File: config.mk
export PLATFORM = sky130hd
export DESIGN_NAME = acr_pair_select
export DESIGN_NICKNAME = d
export VERILOG_FILES = /design/src/rtl/acr_pair_select.sv
export SDC_FILE = /design/constraint.sdc
export NUM_CORES = 1
export LEC_CHECK = 0
export BUFFER_PORTS_ARGS = -buffer_cell sky130_fd_sc_hd__buf_2
export CORE_MARGIN = 4
export CORE_UTILIZATION = 45
export DETAILED_ROUTE_END_ITERATION = 10
export GPL_TIMING_DRIVEN = 0
export HOLD_SLACK_MARGIN = 0.1
export PLACE_DENSITY = 0.73
export SYNTH_ARGS = -nofsm -noshare
export SYNTH_HDL_FRONTEND = slang
export SYNTH_SLANG_ARGS = --single-unit
File: constraint.sdc
create_clock -name clk -period 4.3 [get_ports clk]
set_input_delay 0.86 -clock clk [delete_from_list [all_inputs] [get_ports clk]]
set_output_delay 0.86 -clock clk [all_outputs]
set_load 0.01 [all_outputs]
File: src/rtl/acr_pair_select.sv
module acr_pair_select #(
  parameter int KHZ_W = 20
) (
  input  logic             clk,
  input  logic             rst_n,
  input  logic             lookup_req,
  input  logic [KHZ_W-1:0] pix_khz,
  input  logic             bus_wr,
  input  logic [2:0]       bus_addr,
  input  logic [7:0]       bus_wdata,
  output logic [19:0]      live_n,
  output logic [19:0]      live_cts,
  output logic             live_cts_manual,
  output logic [1:0]       live_n_shift,
  output logic             commit_pulse,
  output logic             audio_unsupported
);

  localparam int NUM_ENT = 16;
  localparam int IDX_W   = $clog2(NUM_ENT);
  localparam logic [31:0] TOP_KHZ = 32'd297000;

  function automatic logic [31:0] ent_khz(input int i);
    case (i)
      0: ent_khz = 32'd25175;   1: ent_khz = 32'd25200;
      2: ent_khz = 32'd27000;   3: ent_khz = 32'd27027;
      4: ent_khz = 32'd40000;   5: ent_khz = 32'd54000;
      6: ent_khz = 32'd54054;   7: ent_khz = 32'd65000;
      8: ent_khz = 32'd74176;   9: ent_khz = 32'd74250;
      10: ent_khz = 32'd83500;  11: ent_khz = 32'd106500;
      12: ent_khz = 32'd108000; 13: ent_khz = 32'd148352;
      14: ent_khz = 32'd148500; default: ent_khz = TOP_KHZ;
    endcase
  endfunction

  function automatic logic [19:0] ent_n(input int i);
    case (i)
      8: ent_n = 20'd11648;
      13: ent_n = 20'd5824;
      15: ent_n = 20'd5120;
      default: ent_n = 20'd6144;
    endcase
  endfunction

  function automatic logic [19:0] ent_cts(input int i);
    case (i)
      8, 13: ent_cts = 20'd140625;
      15: ent_cts = 20'd247500;
      default: ent_cts = ent_khz(i)[19:0];
    endcase
  endfunction

  logic             hit;
  logic [IDX_W-1:0] hit_idx;

  always_comb begin
    hit = 1'b0;
    hit_idx = '0;
    for (int i = NUM_ENT - 1; i >= 0; i--) begin
      if (32'(pix_khz) <= ent_khz(i)) begin
        hit = 1'b1;
        hit_idx = IDX_W'(i);
      end
    end
  end

  logic [19:0] sh_n, sh_cts, nx_n, nx_cts;
  logic        sh_man, sh_atom, nx_man, nx_atom;
  logic [1:0]  sh_shift, nx_shift;

  wire wr_go     = bus_wr && !lookup_req;
  wire commit_wr = wr_go && sh_atom && (bus_addr == 3'd3);

  always_comb begin
    nx_n = sh_n; nx_cts = sh_cts; nx_man = sh_man;
    nx_shift = sh_shift; nx_atom = sh_atom;
    if (wr_go) begin
      case (bus_addr)
        3'd0: nx_cts[7:0] = bus_wdata;
        3'd1: nx_cts[15:8] = bus_wdata;
        3'd2: begin
          nx_cts[19:16] = bus_wdata[3:0];
          nx_shift = bus_wdata[5:4];
          nx_man = bus_wdata[7];
        end
        3'd3: nx_n[7:0] = bus_wdata;
        3'd4: nx_n[15:8] = bus_wdata;
        3'd5: begin
          nx_n[19:16] = bus_wdata[3:0];
          nx_atom = bus_wdata[7];
        end
        default: ;
      endcase
    end
  end

  always_ff @(posedge clk or negedge rst_n) begin
    if (!rst_n) begin
      sh_n <= '0; sh_cts <= '0; sh_man <= 1'b0; sh_shift <= '0; sh_atom <= 1'b0;
      live_n <= '0; live_cts <= '0; live_cts_manual <= 1'b0; live_n_shift <= '0;
      commit_pulse <= 1'b0;
      audio_unsupported <= 1'b0;
    end else if (lookup_req) begin
      if (hit) begin
        sh_n <= ent_n(int'(hit_idx));
        sh_cts <= ent_cts(int'(hit_idx));
        live_n <= ent_n(int'(hit_idx));
        live_cts <= ent_cts(int'(hit_idx));
        commit_pulse <= 1'b1;
        audio_unsupported <= 1'b0;
      end else begin
        commit_pulse <= 1'b0;
        audio_unsupported <= 1'b1;
      end
    end else begin
      sh_n <= nx_n; sh_cts <= nx_cts; sh_man <= nx_man;
      sh_shift <= nx_shift; sh_atom <= nx_atom;
      if ((wr_go && !sh_atom) || commit_wr) begin
        live_n <= nx_n;
        live_cts <= nx_cts;
        live_cts_manual <= nx_man;
        live_n_shift <= nx_shift;
      end
      commit_pulse <= commit_wr;
    end
  end

  a_r2_hit_commits: assert property (@(posedge clk) disable iff (!rst_n)
    (lookup_req && 32'(pix_khz) <= TOP_KHZ) |=> (commit_pulse && !audio_unsupported));

  a_r5_miss_holds: assert property (@(posedge clk) disable iff (!rst_n)
    (lookup_req && 32'(pix_khz) > TOP_KHZ) |=>
      (audio_unsupported && !commit_pulse && $stable(live_n) && $stable(live_cts)));

  a_r7_atomic_hold: assert property (@(posedge clk) disable iff (!rst_n)
    (bus_wr && !lookup_req && sh_atom && bus_addr != 3'd3) |=>
      ($stable(live_n) && $stable(live_cts) && $stable(live_cts_manual) && $stable(live_n_shift)));

  a_r9_pulse_source: assert property (@(posedge clk) disable iff (!rst_n)
    commit_pulse |-> $past(lookup_req || (bus_wr && bus_addr == 3'd3)));

  a_r9_idle_quiet: assert property (@(posedge clk) disable iff (!rst_n)
    (!lookup_req && !bus_wr) |=> (!commit_pulse && $stable(live_n) && $stable(live_cts)));

endmodule

---- Word level (Yosys, flattened, before mapping) ----
Memory sizes are Yosys's and may differ from the RTL's.
Index checks and enable logic that the tools add are counted.
word-level totals
  flip-flop bits (word level) ............. 89
  output and inout port bits .............. 45
  memory bits (read-only) ................. 608
  word-level logic and storage cells ...... 111
  bits in writable memories ............... 0
  memories kept ........................... 2
  bits in latches ......................... 0
  bits of input ports ..................... 35
cells by class
  equality and inequality tests ........... 9
  add/sub/neg operators ................... 0
  reductions and logical operators ........ 13
  multipliers ............................. 0
  bitwise gates (word level) .............. 1
  mux-type cells .......................... 59
  divide/modulo/power cells ............... 0
  order comparisons ....................... 16
  shift-type cells ........................ 0
memory list
  name             words  width  read ports  clocked after memory_dff  write ports  RTL line  source
  (no name shown)  16     19     1           0                         0            24        case (i)
  (no name shown)  16     19     1           0                         0            24
operators with widths
  kind                    count
  $mux W20                11
  $le A20 B17 Y1 const B  5
  $le A20 B15 Y1 const B  4
  $le A20 B16 Y1 const B  4
  $pmux W20 S2            2
  $mux W4                 18
  $pmux W14 S3            1
  $le A20 B18 Y1 const B  2
  $mux W8                 4
  $mux W1                 21
  $le A20 B19 Y1 const B  1
  $eq A4 B4 Y1 const B    3
  $eq A3 B2 Y1 const B    2
  $eq A3 B3 Y1 const B    2
  $logic_and A1 B1 Y1     4
  $mux W2                 2
  $reduce_and A2 Y1       2
  $eq A3 B1 Y1 const B    1
  $logic_not A3 Y1        1
  $reduce_and A3 Y1       1
  $logic_not A1 Y1        2
  $ne A2 B1 Y1 const B    1
  $reduce_bool A2 Y1      1
  $reduce_or A2 Y1        1
  other kinds (2)         2

---- Logic depth before layout (Yosys ltp) ----
Gate-level depths: netlist (run 1).
  depth after elaboration ................. 22
  mapped depth ............................ 17
  depth with buffers taken out ............ 14

---- Worst setup path after synthesis (run 1) ----
OpenSTA, ideal clock, no wires.
  kind .................................... in2reg
  start ................................... in pix_khz[2]
  end ..................................... reg live_cts[3]
  required time ........................... 4.175 ns
  setup time .............................. 0.125 ns
  path buffers ............................ 2
  arrival ................................. 4.077 ns
  path slack .............................. 0.098 ns
  stages .................................. 14
  cell sequence ........................... or3_1 -> buf_2 -> or4_4 -> or4_4 -> a21oi_2 -> o221ai_2 -> and2_1 -> ha_1 -> clkbuf_1 -> nor2_1 -> a211o_1 -> a31oi_1 -> a21oi_1 -> mux2_2
on the way
  longest elaborated chain between the ends .. 22
  elaborated cells between the ends (all ways) .. 58
  classes of those cells .................. 16 x order compare; 4 x eq/ne; 35 x mux; 2 x reduce/logical; 1 x memory
RTL lines
  element                                                                  RTL line  source
  from (decl)                                                              7         input logic [KHZ_W-1:0] pix_khz,
  parallel branches: the longest is 22 deep, another holds $le A20 B19 Y1  -
  to (signal assigned)                                                     108       live_cts <= ent_cts(int'(hit_idx));
  to (signal assigned)                                                     120       live_cts <= nx_cts;
  to (decl)                                                                12        output logic [19:0] live_cts,
Several ways; the timed one is not identified. The select of a mux whose other input is x is not followed.
A chain may end at the register's enable or synchronous reset.

---- Worst setup path in the final report (run 1) ----
Ends and elaborated chain as after synthesis.

==> reports/qor.yml, run 1 <==
critical_path:
  start_kind: "input port"
  crit_arrival_ns: 4.42
  crit_type: "input port to register"
  end_kind: "register"
  path_buf_inv: 2
  crit_family: "simple AND/OR/NAND/NOR gates"
  critPathMaxStageDelay_ns: 0.52
  cp_cell_sequence: "buf_2, or3_1, buf_2, or4_4, or4_4, a21oi_2, o221ai_2, and2_2, ha_4, nor2_1, a211o_1, a31oi_1, a21oi_1, mux2_2"
  r2r-start: "sh_atom"
  worst_ep_required_time_ns: 4.53
  cp-startpoint: "pix_khz[2]"
  slowest_stage: "or4_4"
  cp_max_fo: 10
job:
  drv_cap: 0
synthesis:
  syn_avg_cell_area_um2: 8.66
  synth_seq_cells: 89
  yosysTopAreaCellShare: 0.399
  async_reset_ff_frac: 1.00
  netlist_top_cells_count: "90 x nand2_1, 89 x dfrtp_1, 58 x nor2_1"
  synth_nets: 684
  syn_area_um2: 5580
  synth_ff_type: "dfrtp_1"
  synth_top_area_cell: "dfrtp_1"
  synth_edf_count: 0
  synth_area_leaders: "dfrtp_1 40%, nand2_1 6.1%, mux2_2 4.4%, o21ai_0 4.3%, mux2i_1 4.1%"
  synth_cells: 644
  yosysSeqAreaShare: 0.399
  yosys_warnings: 0
  yosysMostFrequentCell: "nand2_1"
  synth_cell_types: 73
global_routing:
  antenna_found_initial: 0
  grt_overflow: 0
  gr-usage-all-layers: 0.261
  grt_pass1_wl_um: 29900
  grt_pass1_vias: 5483
  grt_max_degree: 68
power_and_ir_drop:
  p_int_mw: 1.68
  pwr_density_cell_nw_per_um2: 383
  power_frac_clock: 0.304
  vdd_drop_max_mv: 0.200
  p_leak_nw: 2.89
  pwr-share-seq: 0.418
  power_mw: 2.54
  power_frac_comb: 0.278
  p_sw_uw: 868
  switching_share: 0.341
cts:
  clock_path_buffers: 2
  clkTransAtPathRegs_ns: 0.07
  cts_sinks: 89
  hold_buffers: 0
  root_buffer: "clkbuf_16"
  insertion_delay_ns: 0.35
  tritoncts: "yes"
  htreeDepth: 3
  cts_buffers: 9
drt:
  routed_via_density: 6.09
  routed_wl_um: 18700
  drc: 0
  drtAntennaViolNets: 0
  first_iter_violations: 711
  wire_per_inst_um: 20.6
  dr.pass1.iters: 5
  dr_total_vias: 5522
timing:
  setup_violations: 0
  rsz0062_at_grt: "no"
  fmax_mhz: 239
  period_needed_ns: 4.19
  maxSlewViolCount: 0
  finalWorstSetupSlack_ns: 0.112
  worstMarginPinSlew_ns: 1.35
  finalClockSkew_ns: 0.00813
  timing.hold.ws_ns: 0.412
  fin_crit_sh: 0.974
  hold_viol_final: 0
  maxSlewHeadroom: 0.0937
floorplanning:
  die_area_um2: 14200
  rows: 40
  die_w_um: 119
  die_h_um: 119
  start_util: 0.462
  ios: 80
  core_area_um2: 12100
layout:
  nets: 774
  syn_to_final_growth_pct: 19.2
  drive_above_1_share: 0.234
  n_antenna_cell: 0
  stdcell_area_um2: 6650
place:
  numPortBuffers: 76
  dp_slack_ns: -0.746
  detailed_place.area_um2: 6200
  hpwl_um: 13700
  gp_congestion: 0.942
run_status:
  status: "finished, final reports clean"
worst_hold_path:
  hold_path_class: "input port to asynchronous set/reset pin"
final timing paths:
kind,cells past startpoint,slack [ns],end
max,14,0.11,live_cts[3]
min,1,0.41,live_n[3]
max reg2reg,4,2.16,live_cts[8]
min reg2reg,2,0.47,live_cts[18]
max in group asynchronous,2,3.26,sh_cts[13]
min in group clk,2,0.47,live_cts[18]
sequential cells by signal (all words and copies together), names as in the netlist:
signal / cells
commit_pulse: 1
audio_unsupported: 1
sh_n: 20
sh_man: 1
live_n: 20
live_cts: 20
live_n_shift: 2
sh_atom: 1
sh_shift: 2
live_cts_manual: 1
sh_cts: 20
routing by layer:
layer  share of wire  wire length, µm  track usage  vias to the layer above
met4           0.019              357       0.0773                        0
met1            0.44             8290        0.347                     2698
met2            0.47             8810        0.423                      236
met3           0.066             1230       0.0627                       38
li1                -                -            -                     2550
met5               0                0            0                        -
kinds of logic after synthesis:
kind of cell	after synthesis	share of synthesized area
flip-flops	89	0.399
adder cells (fa/ha/maj)	5	0.0112
AO/OA/AOI/OAI	208	0.242
buffers and inverters	54	0.0444
multiplexers	45	0.0857
AND/OR/NAND/NOR	243	0.217
power by group through the flow:
stage	clock network, mW	logic, mW	registers (mW)
2_1_floorplan	0	0.379	1.10
3_3_place_gp	0	0.659	1.07
3_5_place_dp	0	0.677	1.08
4_1_cts	0.789	0.682	1.06
5_1_grt	0.826	0.778	1.08
6_report	0.775	0.706	1.06
area by class of cell:
class | instances | area [µm²]
Clock inverter | 7 | 70.1
Sequential cell | 89 | 2230
Multi-Input combinational cell | 501 | 3230
Buffer | 42 | 209
Timing Repair Buffer | 80 | 433
Inverter | 11 | 41.3
Tap cell | 168 | 210
Fill cell | 1146 | 5420
Clock buffer | 9 | 225
placed cells by master, fill, tap and decap left out, types with 4 or more instances in the layout:
master and instances:
nor2b_1 5, a31oi_1 18, nor4b_1 4, buf_2 79, mux2_2 22, nand3_1 16, buf_1 5, nand2_1 87
nor3_1 6, buf_4 7, and4_1 5, o21ai_1 17, inv_1 10, nor4_1 4, o211ai_1 6, o21ai_0 47
a21oi_2 4, mux2i_1 23, nand4_1 10, nor2_1 56, clkbuf_16 9, o31ai_1 15, dfrtp_1 89, o22ai_1 5
a211oi_1 9, clkbuf_1 22, a21o_1 13, o21a_1 6, and2_1 4, and3_1 4, a21oi_1 34
worst reg2reg max path: stages, from the launching register on:
cell           delay [ns]
dfrtp_1              0.39
a21oi_1              0.58
a21o_1               0.16
dlygate4sd1_1        0.50
mux2_2               0.39
per-stage QoR:
step                       util  setup TNS [ns]  cells
final                     0.551               0    907
after CTS                 0.540         -0.0355    904
after floorplan               -               0    644
after detailed placement  0.514          -17.81    889
after global placement    0.511          -16.47    888
after global routing      0.551               0    907
timing repair:
item / CTS / global route
endpoints found under the setup margin: 32 / 40
gates cloned: 0 / 0
gates resized for setup: 5 / 30
pin swaps: 0 / 2
setup buffers: 0 / 3
Note: power is estimated with default switching activity, not from simulation.
==> run 2, diff against run 1 <==
--- a/config.mk
+++ b/config.mk
@@ -5,9 +5,10 @@
 export SDC_FILE = /design/constraint.sdc
 export NUM_CORES = 1
 export LEC_CHECK = 0
-export BUFFER_PORTS_ARGS = -buffer_cell sky130_fd_sc_hd__buf_2
+export BUFFER_PORTS_ARGS = -buffer_cell sky130_fd_sc_hd__buf_4
 export CORE_MARGIN = 4
 export CORE_UTILIZATION = 45
+export CTS_BUF_LIST = sky130_fd_sc_hd__clkbuf_8
 export DETAILED_ROUTE_END_ITERATION = 10
 export GPL_TIMING_DRIVEN = 0
 export HOLD_SLACK_MARGIN = 0.1
==> reports/qor.yml, run 2 (synthesis results as in run 1) <==
run_status:
  status: "finished, final reports clean"
drt:
  wire_per_inst_um: 20.4  # -0.90%
  first_iter_violations: 690  # -3.0%
  routed_wl_um: 18400  # -1.3%
  dr.pass1.iters: 5  # unchanged
  drc: 0  # unchanged
  routed_via_density: 6.11  # +0.32%
  drtAntennaViolNets: 0  # unchanged
  dr_total_vias: 5515  # -0.13%
place:
  detailed_place.area_um2: 6360  # +2.6%
  dp_slack_ns: -0.772  # -0.0262 ns
  numPortBuffers: 76  # unchanged
  gp_congestion: 0.967  # +2.6%
  hpwl_um: 13500  # -1.4%
layout:
  syn_to_final_growth_pct: 19.7
  final_common_cell: "nand2_1"
  drive_above_1_share: 0.226  # -0.00825
  fillCellCount: 1126  # -1.7%
  nets: 770  # -0.52%
  stdcell_area_um2: 6670  # +0.41%
  final_cell_mix: "90 x nand2_1, 89 x dfrtp_1, 79 x buf_4"
  n_antenna_cell: 0  # unchanged
floorplanning:
  ios: 80  # unchanged
  die_area_um2: 14200  # unchanged
  core_area_um2: 12100  # unchanged
  start_util: 0.462  # unchanged
  rows: 40  # unchanged
  die_w_um: 119  # unchanged
  die_h_um: 119  # unchanged
critical_path:
  cp_max_fo: 9  # -1
  critPathMaxStageDelay_ns: 0.53  # about the same
  crit_type: "input port to register"
  worst_ep_required_time_ns: 4.57  # +0.04 ns
  end_kind: "register"
  slowest_stage: "or4_4"
  r2r_setup_slack_ns: 2.15  # about the same
  path_buf_inv: 2  # unchanged
  cp_cell_sequence: "buf_4, or3_1, buf_2, or4_4, or4_4, a21oi_2, o221ai_2, and2_2, ha_1, a21oi_4, nand2_1, a21oi_2, a2bb2oi_1, o21ai_1"
  crit_arrival_ns: 4.44  # +0.02 ns
  crit_family: "simple AND/OR/NAND/NOR gates"
  start_kind: "input port"
cts:
  cts_sinks: 89  # unchanged
  cts_buffers: 9  # unchanged
  clock_path_buffers: 2  # unchanged
  root_buffer: "clkbuf_8"
  clkTransAtPathRegs_ns: 0.10  # +0.03 ns
  insertion_delay_ns: 0.39  # +0.04 ns
  tritoncts: "yes"
  htreeDepth: 3  # unchanged
global_routing:
  grt_overflow: 0  # unchanged
  grt_pass1_wl_um: 29300  # -1.9%
  grt_pass1_vias: 5426  # -1.0%
  antenna_found_initial: 0  # unchanged
  gr-usage-all-layers: 0.258  # -0.00308
  grt_max_degree: 90  # +32%
power_and_ir_drop:
  vdd_drop_max_mv: 0.167  # -17%
  pwr_density_cell_nw_per_um2: 357  # -6.6%
  p_leak_nw: 2.88  # -0.60%
worst_hold_path:
  hold_path_class: "register to register"
timing:
  setup_violations: 0  # unchanged
  maxSlewViolCount: 0  # unchanged
  maxSlewHeadroom: 0.128  # +0.0346
  rsz0062_at_grt: "no"
  finalClockSkew_ns: 0.00760  # -0.000532 ns
  fin_crit_sh: 0.969  # -0.00490
  period_needed_ns: 4.17  # -0.0211 ns
  tns_ns: 0  # unchanged
  fmax_mhz: 240  # +0.51%
  finalWorstSetupSlack_ns: 0.133  # +0.0211 ns
  worstMarginPinSlew_ns: 1.30  # -0.0514 ns
  hold_viol_final: 0  # unchanged
job:
  drv_cap: 0  # unchanged
==> run 2: what timing repair did <==
| action | 4_1_cts | 5_1_grt |
|---|---|---|
| gates resized for setup | 6 | 25 |
| endpoints found under the setup margin | 28 | 33 |
| setup buffers | 0 | 0 |
| gates cloned | 0 | 0 |
| hold buffers | 0 | 0 |
==> run 2: layer usage <==
metal,up-vias,GRT usage,wire (µm)
li1,2554,-,-
met1,2683,0.338,7780
met2,231,0.418,8630
met3,47,0.0627,1530
met4,0,0.0866,490
met5,-,0,0
==> run 2: path summary, 6_finish.rpt <==
path | to | depth (start not counted) | startpoint
setup / recovery | sh_cts[10] | 14 | pix_khz[2]
hold / removal | live_cts[18] | 2 | live_cts[18]
setup reg to reg | live_cts[8] | 4 | sh_atom
hold reg to reg | live_cts[18] | 2 | live_cts[18]
max in group asynchronous | sh_cts[10] | 1 | rst_n
min in group asynchronous | live_n[3] | 1 | rst_n
==> run 2: metrics by stage <==
step                std cells  hold slack [ns]  power (mW)   util
floorplan                 644            0.441        1.48      -
global placement          888            0.457        1.78  0.527
detailed placement        888            0.458        1.80  0.527
CTS                       903            0.488        2.37  0.546
global route              903            0.507        2.52  0.553
finish                    903            0.486        2.39  0.553
==> run 2: worst reg2reg max path: stages, from the launching register on <==
cell and delay, ns:
dfrtp_1 0.40, a21oi_1 0.60, a21o_1 0.16, dlygate4sd1_1 0.48
mux2_2 0.40
==> run 2: power by group <==
| part | switching, mW | internal (mW) | total, mW |
|---|---|---|---|
| clock network | 0.347 | 0.228 | 0.575 |
| logic | 0.415 | 0.330 | 0.745 |
| registers | 0.0819 | 0.984 | 1.07 |
| total | 0.845 | 1.54 | 2.39 |
==> run 2: layout make-up <==
cell class | count | area [µm²] | area share
plain buffers | 42 | 210 | 0.0315
clock buffers | 9 | 124 | 0.0186
clock inverters | 7 | 73.8 | 0.0111
inverters | 11 | 41.3 | 0.00619
multi-input cells | 501 | 3220 | 0.482
flip-flops and latches | 89 | 2230 | 0.334
well taps | 168 | 210 | 0.0315
repair buffers | 76 | 571 | 0.0855
==> run 3, diff against run 2 <==
--- a/config.mk
+++ b/config.mk
@@ -7,12 +7,12 @@
 export LEC_CHECK = 0
 export BUFFER_PORTS_ARGS = -buffer_cell sky130_fd_sc_hd__buf_4
 export CORE_MARGIN = 4
-export CORE_UTILIZATION = 45
+export CORE_UTILIZATION = 64
 export CTS_BUF_LIST = sky130_fd_sc_hd__clkbuf_8
 export DETAILED_ROUTE_END_ITERATION = 10
 export GPL_TIMING_DRIVEN = 0
 export HOLD_SLACK_MARGIN = 0.1
-export PLACE_DENSITY = 0.73
+export PLACE_DENSITY = 0.95
 export SYNTH_ARGS = -nofsm -noshare
 export SYNTH_HDL_FRONTEND = slang
 export SYNTH_SLANG_ARGS = --single-unit
==> reports/qor.yml, run 3 (synthesis results as in run 1) <==
layout:
  fin_util: 0.786  # +0.233
  final_cell_mix: "89 x nand2_1, 89 x dfrtp_1, 78 x buf_4"
  nets: 770  # unchanged
  drive_above_1_share: 0.222  # -0.00408
  stdcell_area_um2: 6560  # -1.7%
  fillCellCount: 543  # -52%
  n_antenna_cell: 0  # unchanged
  syn_to_final_growth_pct: 17.6
cts:
  insertion_delay_ns: 0.36  # -0.03 ns
  post_cts_buffers: 0  # unchanged
  tritoncts: "yes"
  cts_sinks: 89  # unchanged
  root_buffer: "clkbuf_8"
  clkTransAtPathRegs_ns: 0.10  # about the same
  hold_buffers: 0  # unchanged
  clock_path_buffers: 2  # unchanged
  htreeDepth: 3  # unchanged
  cts_buffers: 9  # unchanged
power_and_ir_drop:
  p_sw_uw: 865  # +2.5%
  p_int_mw: 1.54  # -0.36%
  power_frac_clock: 0.239  # -0.002
  pwr_density_cell_nw_per_um2: 366  # +2.4%
  power_mw: 2.40  # +0.64%
  vdd_drop_max_mv: 0.223  # +34%
  switching_share: 0.360  # +0.00641
  pwr-share-seq: 0.446  # about the same
  p_leak_nw: 2.85  # -0.87%
  power_frac_comb: 0.314  # +0.002
place:
  detailed_place.area_um2: 6280  # -1.2%
  numPortBuffers: 76  # unchanged
  hpwl_um: 13500  # +0.18%
  gp_congestion: 0.995  # +2.9%
  dp_slack_ns: -0.632  # +0.140 ns
floorplanning:
  die_h_um: 101  # -15%
  die_w_um: 101  # -15%
  start_util: 0.669  # +0.206
  rows: 33  # -18%
  ios: 80  # unchanged
  core_area_um2: 8340  # -31%
  die_area_um2: 10300  # -28%
critical_path:
  crit_arrival_ns: 4.49  # +0.05 ns
  worst_ep_required_time_ns: 4.55  # -0.02 ns
  start_kind: "input port"
  r2r-start: "sh_atom"
  end_kind: "register"
  cp_max_fo: 10  # +1
  crit_type: "input port to register"
  cp-startpoint: "pix_khz[11]"
global_routing:
  grt_pass1_vias: 5859  # +8.0%
  gr-usage-all-layers: 0.364  # +0.106
  grt_pass1_wl_um: 29400  # +0.33%
  grt_max_degree: 90  # unchanged
  grt_overflow: 0  # unchanged
  antenna_found_initial: 0  # unchanged
drt:
  dr.pass1.iters: 5  # unchanged
  met2WireLength_um: 8660  # +0.30%
  dr.max_layer_used: "met4"
  routed_wl_um: 18700  # +1.4%
  first_iter_violations: 530  # -23%
  dr_total_vias: 5926  # +7.5%
  drtAntennaViolNets: 0  # unchanged
  drt-met1-wl_um: 6890  # -11%
  wl_met3_um: 2160  # +41%
  routed_via_density: 7.05  # +16%
  wire_per_inst_um: 22.3  # +9.0%
  drc: 0  # unchanged
job:
  drv_cap: 0  # unchanged
timing:
  hold_viol_final: 0  # unchanged
  maxSlewHeadroom: 0.0564  # -0.0718
  period_needed_ns: 4.24  # +0.0717 ns
  finalWorstSetupSlack_ns: 0.0610  # -0.0717 ns
  tns_ns: 0  # unchanged
  maxSlewViolCount: 0  # unchanged
  fmax_mhz: 236  # -1.7%
  worstMarginPinSlew_ns: 1.40  # +0.107 ns
  setup_violations: 0  # unchanged
  finalClockSkew_ns: 0.0164  # +0.00882 ns
  fin_crit_sh: 0.986  # +0.0167
worst_hold_path:
  hold_path_class: "register to register"
  hp-start: "live_cts[17]"
run_status:
  status: "finished, final reports clean"
-- run 3: cell types whose count changed in the layout (fill, tap and decap cells not counted), sizes merged --
cell      delta
clkinvlp     +2
inv          +1
clkbuf       +1
buf          -1
clkinv       -3
-- run 3: layout make-up --
class                   count  area [µm²]  share of cell area
repair buffers             76         571              0.0870
well taps                 105         131              0.0200
multi-input cells         501        3190               0.486
flip-flops and latches     89        2230               0.340
inverters                  11        41.3             0.00630
plain buffers              42         208              0.0317
clock buffers               9         124              0.0189
clock inverters             7        71.3              0.0109
-- run 3: final timing paths --
path / to / slack (ns) / cells after the start
worst max-delay path: live_cts[8] / 0.06 / 13
worst min-delay path: live_cts[17] / 0.48 / 2
worst max register to register: live_cts[19] / 2.00 / 5
worst min register to register: live_cts[17] / 0.48 / 2
max in group asynchronous: sh_cts[12] / 2.91 / 1
min in group asynchronous: live_n[1] / 0.70 / 1
-- run 3: power by group through the flow --
stage | sequential (mW) | clock, mW | combinational, mW
floorplan | 1.10 | 0 | 0.379
global placement | 1.07 | 0 | 0.696
detailed placement | 1.08 | 0 | 0.726
CTS | 1.07 | 0.578 | 0.733
global route | 1.08 | 0.610 | 0.812
finish | 1.07 | 0.575 | 0.754
-- run 3: metal layers --
| layer | vias up | global-route usage |
|---|---|---|
| met5 | - | 0 |
| met4 | 0 | 0.199 |
| met3 | 102 | 0.0654 |
| met2 | 482 | 0.584 |
| met1 | 2794 | 0.467 |
| li1 | 2548 | - |
-- run 3: what timing repair did --
action | in CTS | in global routing
hold endpoints to repair | 0 | 0
resized for setup | 10 | 10
gates cloned | 0 | 0
setup endpoints to repair | 15 | 16
-- run 3: worst max-delay path, stage by stage --
cell and delay, ns:
buf_4 0.14, buf_6 0.15, nor2_1 0.54, nand4_1 0.22, a31oi_1 0.23, o22ai_1 0.13
o2bb2ai_1 0.33, a21o_1 0.31, ha_1 0.40, inv_1 0.10, o21ai_0 0.59, o21ai_1 0.21
mux2_2 0.30
-- run 3: stage by stage --
step	hold slack [ns]	instances
CTS	0.490	840
floorplan	0.441	644
finish	0.485	840
global route	0.509	840
global placement	0.455	825
detailed placement	0.466	825
